==> src/rtl/ct_pkg.sv <==
package ct_pkg;

    localparam int unsigned MV_W = 12;

    typedef logic [MV_W-1:0] mv_t;

    typedef enum logic [2:0] {
        ST_IDLE,
        ST_LOAD,
        ST_SETTLE,
        ST_OPEN,
        ST_EVAL
    } ct_state_e;

    typedef struct packed {
        logic ov;
        logic imp;
        logic done;
    } verdict_t;

    // true when hi lies strictly more than lim above lo
    function automatic logic gap_exceeds(input mv_t hi, input mv_t lo, input mv_t lim);
        return (hi > lo) && ((hi - lo) > lim);
    endfunction

endpackage

==> src/rtl/ct_judge.sv <==
module ct_judge
    import ct_pkg::*;
#(
    parameter int unsigned DROP_MV = 2,
    parameter int unsigned OV_MV   = 1650
) (
    input  logic clk,
    input  logic rst,
    input  logic en,
    input  logic eval,
    input  mv_t  loaded_mv,
    input  mv_t  open_mv,
    input  mv_t  imp_thr_mv,
    input  logic holdoff_act,
    input  logic plateau_hit,
    output logic peak_new,
    output logic done_pulse,
    output logic imp_fail_pulse,
    output logic ov_fail_pulse
);
    localparam mv_t DROP_LIM = MV_W'(DROP_MV);
    localparam mv_t OV_LIM   = MV_W'(OV_MV);

    mv_t      peak_mv;
    logic     peak_valid;
    logic     rising;
    verdict_t raw, pick;

    assign rising   = !peak_valid || (open_mv > peak_mv);
    assign peak_new = eval && rising;

    always_comb begin
        raw.ov   = open_mv > OV_LIM;
        raw.imp  = gap_exceeds(loaded_mv, open_mv, imp_thr_mv);
        raw.done = !holdoff_act &&
                   ((peak_valid && gap_exceeds(peak_mv, open_mv, DROP_LIM)) ||
                    (plateau_hit && !rising));
        // over-voltage, then impedance, then completion
        pick      = '0;
        pick.ov   = raw.ov;
        pick.imp  = raw.imp && !raw.ov;
        pick.done = raw.done && !raw.ov && !raw.imp;
    end

    always_ff @(posedge clk) begin
        if (rst || !en) begin
            peak_mv        <= '0;
            peak_valid     <= 1'b0;
            done_pulse     <= 1'b0;
            imp_fail_pulse <= 1'b0;
            ov_fail_pulse  <= 1'b0;
        end else begin
            done_pulse     <= eval && pick.done;
            imp_fail_pulse <= eval && pick.imp;
            ov_fail_pulse  <= eval && pick.ov;
            if (peak_new) begin
                peak_mv    <= open_mv;
                peak_valid <= 1'b1;
            end
        end
    end

endmodule

==> config.mk <==
export PLATFORM = sky130hd
export DESIGN_NAME = ct_judge
export DESIGN_NICKNAME = d
export VERILOG_FILES = /design/src/rtl/ct_pkg.sv /design/src/rtl/ct_judge.sv
export SDC_FILE = /design/constraint.sdc
export NUM_CORES = 1
export LEC_CHECK = 0
export BUFFER_PORTS_ARGS = -buffer_cell sky130_fd_sc_hd__buf_2
export CAP_MARGIN = 10
export CORE_ASPECT_RATIO = 1.5
export CORE_UTILIZATION = 35
export CTS_BUF_LIST = sky130_fd_sc_hd__clkbuf_8
export DETAILED_ROUTE_END_ITERATION = 8
export PLACE_DENSITY_LB_ADDON = 0.1
export SYNTH_ARGS = -nofsm -noshare
export SYNTH_HDL_FRONTEND = slang
export SYNTH_SLANG_ARGS = --single-unit
==> constraint.sdc <==
create_clock -name clk -period 4.2 [get_ports clk]
set_input_delay 0.21 -clock clk [delete_from_list [all_inputs] [get_ports clk]]
set_output_delay 0.21 -clock clk [all_outputs]
set_load 0.02 [all_outputs]
Word-level counts from Yosys, hierarchy flattened
Cells that the tools add are included.
- output and inout bits: 4
- input port bits: 42
- register bits after elaboration: 16
- logic and storage cells: 34
- reduce and logical (&&, ||, !) cells: 21
- add/subtract/negate cells: 2
- $lt $le $gt $ge: 6
- operators by type and width (cell ; count):
    $gt 12x12->1 ; 4
    $sub 12x12->12 ; 2
    $gt 12x11->1 const B ; 1
    $gt 12x2->1 const B ; 1
    $logic_and 1x1->1 ; 12
    $logic_not 1->1 ; 6
    $logic_or 1x1->1 ; 3

Depth between registers and ports, before layout
Gate-level depths: netlist of run 1.
- word-level depth: 9
- mapped depth: 15
- mapped depth without buffers: 15

Least setup slack after synthesis of run 1
No wires, ideal clock.
- path type: input to register
- start: input port loaded_mv[0]
- end: register done_pulse
- data arrival time: 2894 ps
- slack: 1247 ps
- library setup time: 59 ps
- path buffers: 0
- required time: 4141 ps
- cell stages on the path: 15
- cells stage by stage: inv_1 ha_1 inv_1 fa_1 a21o_1 a21oi_1 o21a_1 o21ai_0 xor2_1 ha_1 a21oi_1 nand2_1 a2111o_1 a31oi_1 o311a_1
- longest elaborated chain between the ends: 6
- RTL lines (element ; line ; text):
    start, declared ; ct_judge.sv:11 ; input mv_t loaded_mv,
    $sub 12x12->12 ; ct_pkg.sv:23 ; return (hi > lo) && ((hi - lo) > lim);
    $gt 12x12->1 ; ct_pkg.sv:23 ;
    $logic_and 1x1->1 (*) ; ct_pkg.sv:23 ;
    $logic_not 1->1 (*) ; ct_judge.sv:42 ; pick.done = raw.done && !raw.ov && !raw.imp;
    $logic_and 1x1->1 (*) ; ct_judge.sv:42 ;
    $logic_and 1x1->1 (*) ; ct_judge.sv:53 ; done_pulse <= eval && pick.done;
    end signal, assigned ; ct_judge.sv:53 ;
    end, declared ; ct_judge.sv:17 ; output logic done_pulse,
Every way passes the cells marked *; elsewhere a longest branch is shown, timed or not.
A chain may end at the register's enable or synchronous reset.

Worst setup path after layout of run 1
Same ends and word-level chain as after synthesis.

==> summary.md, run 1 <==
| Metric | Value |
|---|---|
| CTS root buf | clkbuf_8 |
| Outcome | completed |
| Commonest cells after routing, fill and taps aside | buf_2 (45), ha_1 (36), nor2_1 (30), inv_1 (29), a21oi_1 (22) |
| CTS tree | yes |
| Hold_buf cts | 0 |
| RD Place Congestion | 0.901 |
| Hold depth | 3 |
| Clock Power Share | 24.7% |
| Min Clock Period, post-route | 3100 ps |
| Share of cells above drive strength 1 | about a fifth |
| Area Overhead vs Synth | 16.6% |
| Final std cells w/o fill | a little under 400 |
| Post-DR vias/cell | between 5 and 6 |
| HP Class | input pin to register |
| H-tree lvl count | 1 |
| Total power | approximately 0.60 mW |
| Die Wd | ~66 um |
| CTS Sinks | 16 |
| FFs w/ async S/R, synth | 0% |
| Cts repair resizes | 0 |
| Yosys warnings | 0 |
| Vias after detailed routing | between 2,000 and 2,500 |
| Dominant cell type by area after synthesis | ha_1 |
| Synth area leaders | ha_1 (21%), dfxtp_1 (15%), mux2i_1 (6.5%), nor2_1 (5.2%), a21oi_1 (5.1%) |
| Final nets | 402 |
| Crit share post-route | about 74% |
| Antenna diodes | 0 |
| Power per Cell Area | 239 mW/mm^2 |
| Tightest Pin Transition | around 600 ps |
| Postcts setup bufs | 0 |
| Syn Area/Cell | about 7.8 um^2 |
| WS Path Type | input pin to register |
| Synth cell types | 57 |
| Largest net degree at the start of global routing | 15 |
| DP HPWL | roughly 5000 um |
| Comb pwr share | about half |
| Row count | 34 |
| Peak supply drop | between 0.15 and 0.2 mV |
| Worst Hold Margin | 200 ps |
| Static leakage | approximately 1.2 nW |
| Critical Path AT | 3310 ps |
| CTS Buf Count | 3 |
| Mapped Area | 0.00216 mm^2 |
| Cells after Synth | ~280 |
| Register area share after synthesis | 14.8% |
| DR DRC count | 0 |
| Worst-path fanout max | 3 |
| Crit end category | register |
| Initial core utilization | between 30% and 40% |
| Clock Latency Late Sink | 260 ps |
| I/O pin count | 46 |
| Internal | between 0.3 and 0.4 mW |
| GRT Util Overall | around a fifth |
| Max-cap viol count | 0 |
| CP peak stage delay | between 400 and 500 ps |
| Cell Chain, Critical Path | buf_2 -> inv_1 -> ha_1 -> inv_1 -> fa_1 -> a21o_1 -> a21oi_1 -> o21a_1 -> o21ai_0 -> xor2_1 -> ha_1 -> a21oi_1 -> nand2_1 -> a2111o_1 -> a31oi_1 -> o311a_1 |
| Dpl cells | approximately 390 |
| CP Launch Type | input pin |
| Routed length per instance | roughly 15 um |
| Slowest stage cell, crit path | a2111o_1 |
| Synth Net Count | ~360 |
| Number of synthesized register bits | 16 |
| Sw Ratio | between 30% and 40% |
| Die Area | about 0.0065 mm^2 |
| ANT nets after route | 0 |
| Setup TNS | 0 ps |
| Core Area | about 0.0059 mm^2 |
| First-pass DRT Iterations | 4 |
| Final-report setup violation count | 0 |
| Psw | approximately 0.23 mW |
| Routed Wire Length | just under 6000 um |
| Vias in the first global route | between 2,000 and 2,500 |
| Post-synth EDFFs | 0 |
| Die Span Y | between 90 and 100 um |
| FILL cells | around 660 |
| Clock-pin slew on the worst setup and hold paths | about 70 ps |
| Clock skew | about 1.5 ps |
| Maximum clock path buffer count | 2 |
| IO buf count | 45 |
| RSZ-0062 raised after global routing | false |
| Most common cell after layout, fill and taps aside | buf_2 |
| First-pass GRT wire length | between 9000 and 10,000 um |
| Synth Flop Type | dfxtp_1 |
| Slew margin rel. | between 50% and 60% |
| Overflow after GRT | 0 |
| Fmax | about 320 MHz |
| Count of final hold-check violations | 0 |
| Yosys top cell area share | roughly a fifth |
| Worst path required time | about 4400 ps |
| Max-slew violations | 0 |
| Initial antenna violation count | 0 |
| Flop pwr share | between 20% and 30% |
| Initial DRC Count | 80 |
| Worst Reg-to-Reg Cells | 10 |
-- flip-flops by register name (all words and copies together) (netlist names) --
signal / cells
imp_fail_pulse: 1
peak_valid: 1
ov_fail_pulse: 1
done_pulse: 1
peak_mv: 12
-- routing by layer --
metal / track usage (%) / part of all wire [%] / wire [um]
met2: 36.0 / 52 / 3060
met5: 0 / 0 / 0
met3: 1.29 / 2.4 / 143
met1: 21.2 / 41 / 2430
met4: 9.98 / 4.3 / 252
-- cell usage after synthesis, drive strengths merged, types with 2 or more instances --
| cell type | count |
|---|---|
| ha | 36 |
| inv | 31 |
| nor2 | 30 |
| a21oi | 22 |
| dfxtp | 16 |
| mux2i | 14 |
| nand2 | 11 |
| o21ai | 11 |
| nor3 | 9 |
| xnor2 | 9 |
| nand4 | 8 |
| nand3 | 7 |
| nor2b | 7 |
| o21a | 6 |
| a211oi | 4 |
| o211ai | 4 |
| a2111oi | 3 |
| a21o | 3 |
| a31oi | 3 |
| o31ai | 3 |
| a21boi | 2 |
| and4 | 2 |
| buf | 2 |
| clkbuf | 2 |
| fa | 2 |
| nand2b | 2 |
| nand4b | 2 |
| nor4 | 2 |
| o21bai | 2 |
| o22ai | 2 |
| or2 | 2 |
| xor2 | 2 |
-- final cells by class --
cell class	instances	area [um^2]	area share [%]
multi-input cells	224	1700	67.6
flip-flops and latches	16	320	12.7
repair buffers	46	233	9.25
inverters	31	116	4.63
well taps	72	90.1	3.58
clock buffers	4	55.1	2.19
-- worst paths after layout --
path                                 from                      end  slack [ps]
setup / recovery             loaded_mv[0]    done_pulse$_SDFF_PP0_        1100
hold / removal                 open_mv[8]  peak_mv[8]$_SDFFE_PP0P_         200
setup reg to reg  peak_mv[0]$_SDFFE_PP0P_  peak_mv[2]$_SDFFE_PP0P_        1530
hold reg to reg   peak_valid$_SDFFE_PP0P_  peak_valid$_SDFFE_PP0P_         510
-- power groups by stage --
stage | sequential [mW] | clock, mW | combinational, mW
6_report | 0.161 | 0.149 | 0.293
5_1_grt | 0.162 | 0.155 | 0.332
4_1_cts | 0.161 | 0.149 | 0.295
3_5_place_dp | 0.164 | 0 | 0.294
3_3_place_gp | 0.164 | 0 | 0.293
2_1_floorplan | 0.164 | 0 | 0.214
-- worst max-delay path: cells and delay by family --
family	cells	cell delay (ps)
compound gates	8	1820
xor+xnor	1	160
fa+ha+maj	3	870
buf+inv	3	180
simple gates	1	60
-- logic make-up after synthesis --
| logic type | synth area share [%] |
|---|---|
| AOI/OAI and AO/OA | 24.2 |
| xor gates and xnor gates | 4.47 |
| adders and majority gates | 22.7 |
| buffers and inverters | 6.32 |
| DFF | 14.8 |
| muxes | 6.50 |
| and+or+nand+nor | 20.9 |
-- metrics by stage --
stage,util [%],setup WS (ps),area (um^2)
2_1_floorplan,-,1250,2160
3_3_place_gp,41.9,921,2460
3_5_place_dp,41.9,827,2460
4_1_cts,42.8,1100,2510
5_1_grt,42.8,915,2510
6_report,42.8,1100,2510
Note: power is estimated with default switching activity, not from simulation.
==> inputs of run 2 (changes only) <==
Settings changed: ABC_AREA set to 1.
Clock period 4.2 ns to 3 ns, I/O delays scaled along.
==> summary.md, run 2 <==
| Metric | Value |
|---|---|
| Initial core utilization | 36.5% (-0.24 points) |
| Cts repair resizes | 0 (unchanged) |
| Mapped Area | 0.00227 mm^2 (+5.2%) |
| CP Launch Type | input pin |
| Initial antenna violation count | 0 (unchanged) |
| Post-DR vias/cell | 4.87 (-9.3%) |
| Crit end category | register |
| Synth area leaders | ha_1 (20%), dfxtp_1 (14%), nand2_1 (14%), inv_1 (12%), a21oi_1 (6.2%) |
| Slew margin rel. | 69.9% (+11 points) |
| Final nets | 491 (+22%) |
| Die Wd | 67.8 um (+2.5%) |
| Vias after detailed routing | 2,358 (+12%) |
| Number of synthesized register bits | 16 (unchanged) |
| Mux contribution to synthesized area | 0% (-6.5 points) |
| CP most frequent cell | nand2_1 |
| Compound-Gate Fraction of Synth Area | 15.0% (-9.3 points) |
| I/O pin count | 46 (unchanged) |
| Overflow after GRT | 0 (unchanged) |
| GRT Util Overall | 19.3% (-0.20 points) |
| Antenna diodes | 0 (unchanged) |
| Maximum clock path buffer count | 2 (unchanged) |
| Final-report setup violation count | 0 (unchanged) |
| Commonest cells after routing, fill and taps aside | nand2_1 (83), inv_1 (72), buf_2 (45), ha_1 (36), a21oi_1 (28) |
| Count of final hold-check violations | 0 (unchanged) |
| Syn Area/Cell | 6.25 um^2 (-20%) |
| DP HPWL | 5290 um (+5.9%) |
| Main combinational cell family by area after synthesis | simple AND/OR/NAND/NOR gates |
| Simple-Gate Fraction of Synth Area | 31.1% (+10 points) |
| Die Span Y | 101 um (+2.5%) |
| End of the worst hold path | done_pulse$_SDFF_PP0_ |
| Synth Flop Type | dfxtp_1 |
| IO buf count | 45 (unchanged) |
| FILL cells | 703 (+7.3%) |
| RD Place Congestion | 0.915 (+1.6%) |
| Synth Net Count | 443 (+25%) |
| Hold depth | 3 (unchanged) |
| FF-to-FF End | peak_mv[5]$_SDFFE_PP0P_ |
| Most common cell after layout, fill and taps aside | nand2_1 |
| CTS Sinks | 16 (unchanged) |
| CTS Buf Count | 3 (unchanged) |
| Max-slew violations | 0 (unchanged) |
| Cell Chain, Critical Path | buf_2 -> inv_1 -> ha_1 -> inv_1 -> fa_1 -> nand3_1 -> nand2_1 -> nand2_1 -> nand2_1 -> a31oi_1 -> xor2_1 -> inv_1 -> ha_1 -> nand2_1 -> inv_1 -> nand3_1 -> nor3_1 -> nand3_1 -> nand2_1 -> inv_1 -> nand3_1 -> nand2_1 -> a21oi_1 |
| ANT nets after route | 0 (unchanged) |
| FFs w/ async S/R, synth | 0% (unchanged) |
| Yosys top cell area share | 19.8% (-1.0 points) |
| Worst-path fanout max | 2 (-1) |
| Static leakage | 1.52 nW (+26%) |
| Largest net degree at the start of global routing | 23 (+8) |
| Clock-pin slew on the worst setup and hold paths | 70 ps (about the same) |
| Setup TNS | 0 ps (unchanged) |
| Postcts setup bufs | 0 (unchanged) |
| Slowest stage cell, crit path | fa_1 |
| Routed length per instance | 12.3 um (-18%) |
| Hold_buf cts | 0 (unchanged) |
| Fmax | between 300 and 400 MHz |
| Sw Ratio | 39.4% (+1.1 points) |
| Max-cap viol count | 0 (unchanged) |
| Psw | 0.323 mW (+40%) |
| Register area share after synthesis | 14.1% (-0.74 points) |
| Peak supply drop | 0.0898 mV (-43%) |
| Power per Cell Area | 312 mW/mm^2 (+30%) |
| Critical Path AT | 2840 ps (-470 ps) |
| Internal | 0.496 mW (+34%) |
| Initial DRC Count | 87 (+8.8%) |
| CTS tree | yes |
| DR DRC count | 0 (unchanged) |
| CTS root buf | clkbuf_8 |
| RSZ-0062 raised after global routing | false |
| Worst path required time | 3180 ps (-1230 ps) |
| Outcome | completed |
| Clock Power Share | 24.1% (-0.6 points) |
| Area Overhead vs Synth | 15.7% |
| XOR/XNOR Fraction of Synth Area | 4.24% (-0.22 points) |
| Share of cells above drive strength 1 | 16.6% (-3.0 points) |
| Post-synth EDFFs | 0 (unchanged) |
| Synth Area in Adders | 21.6% (-1.1 points) |
| Min-delay src | plateau_hit |
| Clock skew | 1.45 ps (-0.0712 ps) |
| H-tree lvl count | 1 (unchanged) |
| Row count | 35 (+2.9%) |
| Vias in the first global route | 2,307 (+7.5%) |
| Top post-synthesis cells by count | nand2_1 (83), inv_1 (72), ha_1 (36), a21oi_1 (28), nand3_1 (26) |
| Core Area | 0.00622 mm^2 (+5.9%) |
| Clock Latency Late Sink | 250 ps (about the same) |
| Dominant cell type by area after synthesis | ha_1 |
| Synth cell types | 36 (-37%) |
| Fin util | 42.2% (-0.61 points) |
| Die Area | 0.00682 mm^2 (+5.1%) |
| Biggest register | peak_mv |
| Comb pwr share | 48.4% (-0.2 points) |
| Flop pwr share | 27.5% (+0.8 points) |
| R2R Path Start | peak_mv[0]$_SDFFE_PP0P_ |
| WS Path Type | input pin to register |
| Min Clock Period, post-route | between 2000 and 3000 ps |
| Largest register FFs | 12 (unchanged) |
| Crit share post-route | between 80% and 90% |
| Most instantiated library cell after synthesis | nand2_1 |
| First-pass DRT Iterations | 4 (unchanged) |
| First-pass GRT wire length | 9900 um (+2.8%) |
| HP Class | input pin to register |
| Tightest Pin Transition | 448 ps (-168 ps) |
| Yosys warnings | 0 (unchanged) |
| CP peak stage delay | 410 ps (-20 ps) |
| Worst Reg-to-Reg Cells | 15 (+5) |
| Routed Wire Length | 5940 um (+0.82%) |
| Cells after Synth | 363 (+32%) |
| R2R Setup Slk | 810 ps (-720 ps) |
==> run 2: changes by cell type after synthesis, sizes merged, moves of 4 or more <==
cell	delta
nand2	+80
inv	+44
nand3	+20
mux2i	-14
a21oi	+8
nor2b	-7
o21a	-6
o21ai	+6
nor2	-5
nor3	-5
xnor2	-5
xor2	+5
a211oi	-4
==> run 2: routing by layer <==
layer | track usage (%) | part of all wire, %
met1 | 19.2 | 39
met2 | 39.1 | 56
met3 | 1.24 | 2.4
met4 | 6.71 | 2.2
met5 | 0 | 0
==> run 2: cell type report <==
| cell class | count | area [um^2] | share of cell area (%) |
|---|---|---|---|
| clock buffers | 4 | 55.1 | 2.10 |
| inverters | 75 | 284 | 10.8 |
| multi-input cells | 268 | 1630 | 62.2 |
| flip-flops and latches | 16 | 320 | 12.2 |
| well taps | 74 | 92.6 | 3.53 |
| repair buffers | 47 | 240 | 9.15 |
==> run 2: power groups by stage <==
stage	Sequential (mW)	Clock, mW	Combinational [mW]
6_report	0.225	0.197	0.397
3_3_place_gp	0.230	0	0.399
2_1_floorplan	0.230	0	0.287
4_1_cts	0.225	0.202	0.403
3_5_place_dp	0.230	0	0.401
5_1_grt	0.226	0.214	0.457
==> run 2: how the worst max path moves through the flow <==
| stage | startpoint | to | slack [ps] | depth (start not counted) |
|---|---|---|---|---|
| final | loaded_mv[0] | done_pulse$_SDFF_PP0_ | 350 | 23 |
| after global routing | loaded_mv[0] | done_pulse$_SDFF_PP0_ | 10 | 23 |
| after CTS | loaded_mv[0] | done_pulse$_SDFF_PP0_ | 300 | 23 |
| after detailed placement | loaded_mv[0] | done_pulse$_SDFF_PP0_ | 30 | 23 |
| after global placement | loaded_mv[0] | done_pulse$_SDFF_PP0_ | 100 | 22 |
| after floorplan | loaded_mv[0] | done_pulse$_SDFF_PP0_ | 510 | 22 |
==> run 2: logic make-up after synthesis <==
logic type / Yosys count
compound gates: 60
buf+inv: 79
xor+xnor: 11
flops: 16
fa+ha+maj: 38
simple gates: 159
==> run 2: per-stage QoR <==
stage               setup WS (ps)  instances  hold slack (ps)  cell area (um^2)  total power, mW
floorplan                     506        363              279              2270            0.517
global placement              105        480              427              2570            0.628
detailed placement           27.0        480              431              2570            0.631
CTS                           303        484              156              2630            0.830
global route                 12.7        484              149              2630            0.897
finish                        347        484              158              2630            0.819
==> run 2: critical path: cells and delay by family <==
family	cells	cell delay (ps)
AOI/OAI and AO/OA	2	320
xor gates and xnor gates	1	170
adders and majority gates	3	840
buffers and inverters	6	390
and+or+nand+nor	11	970
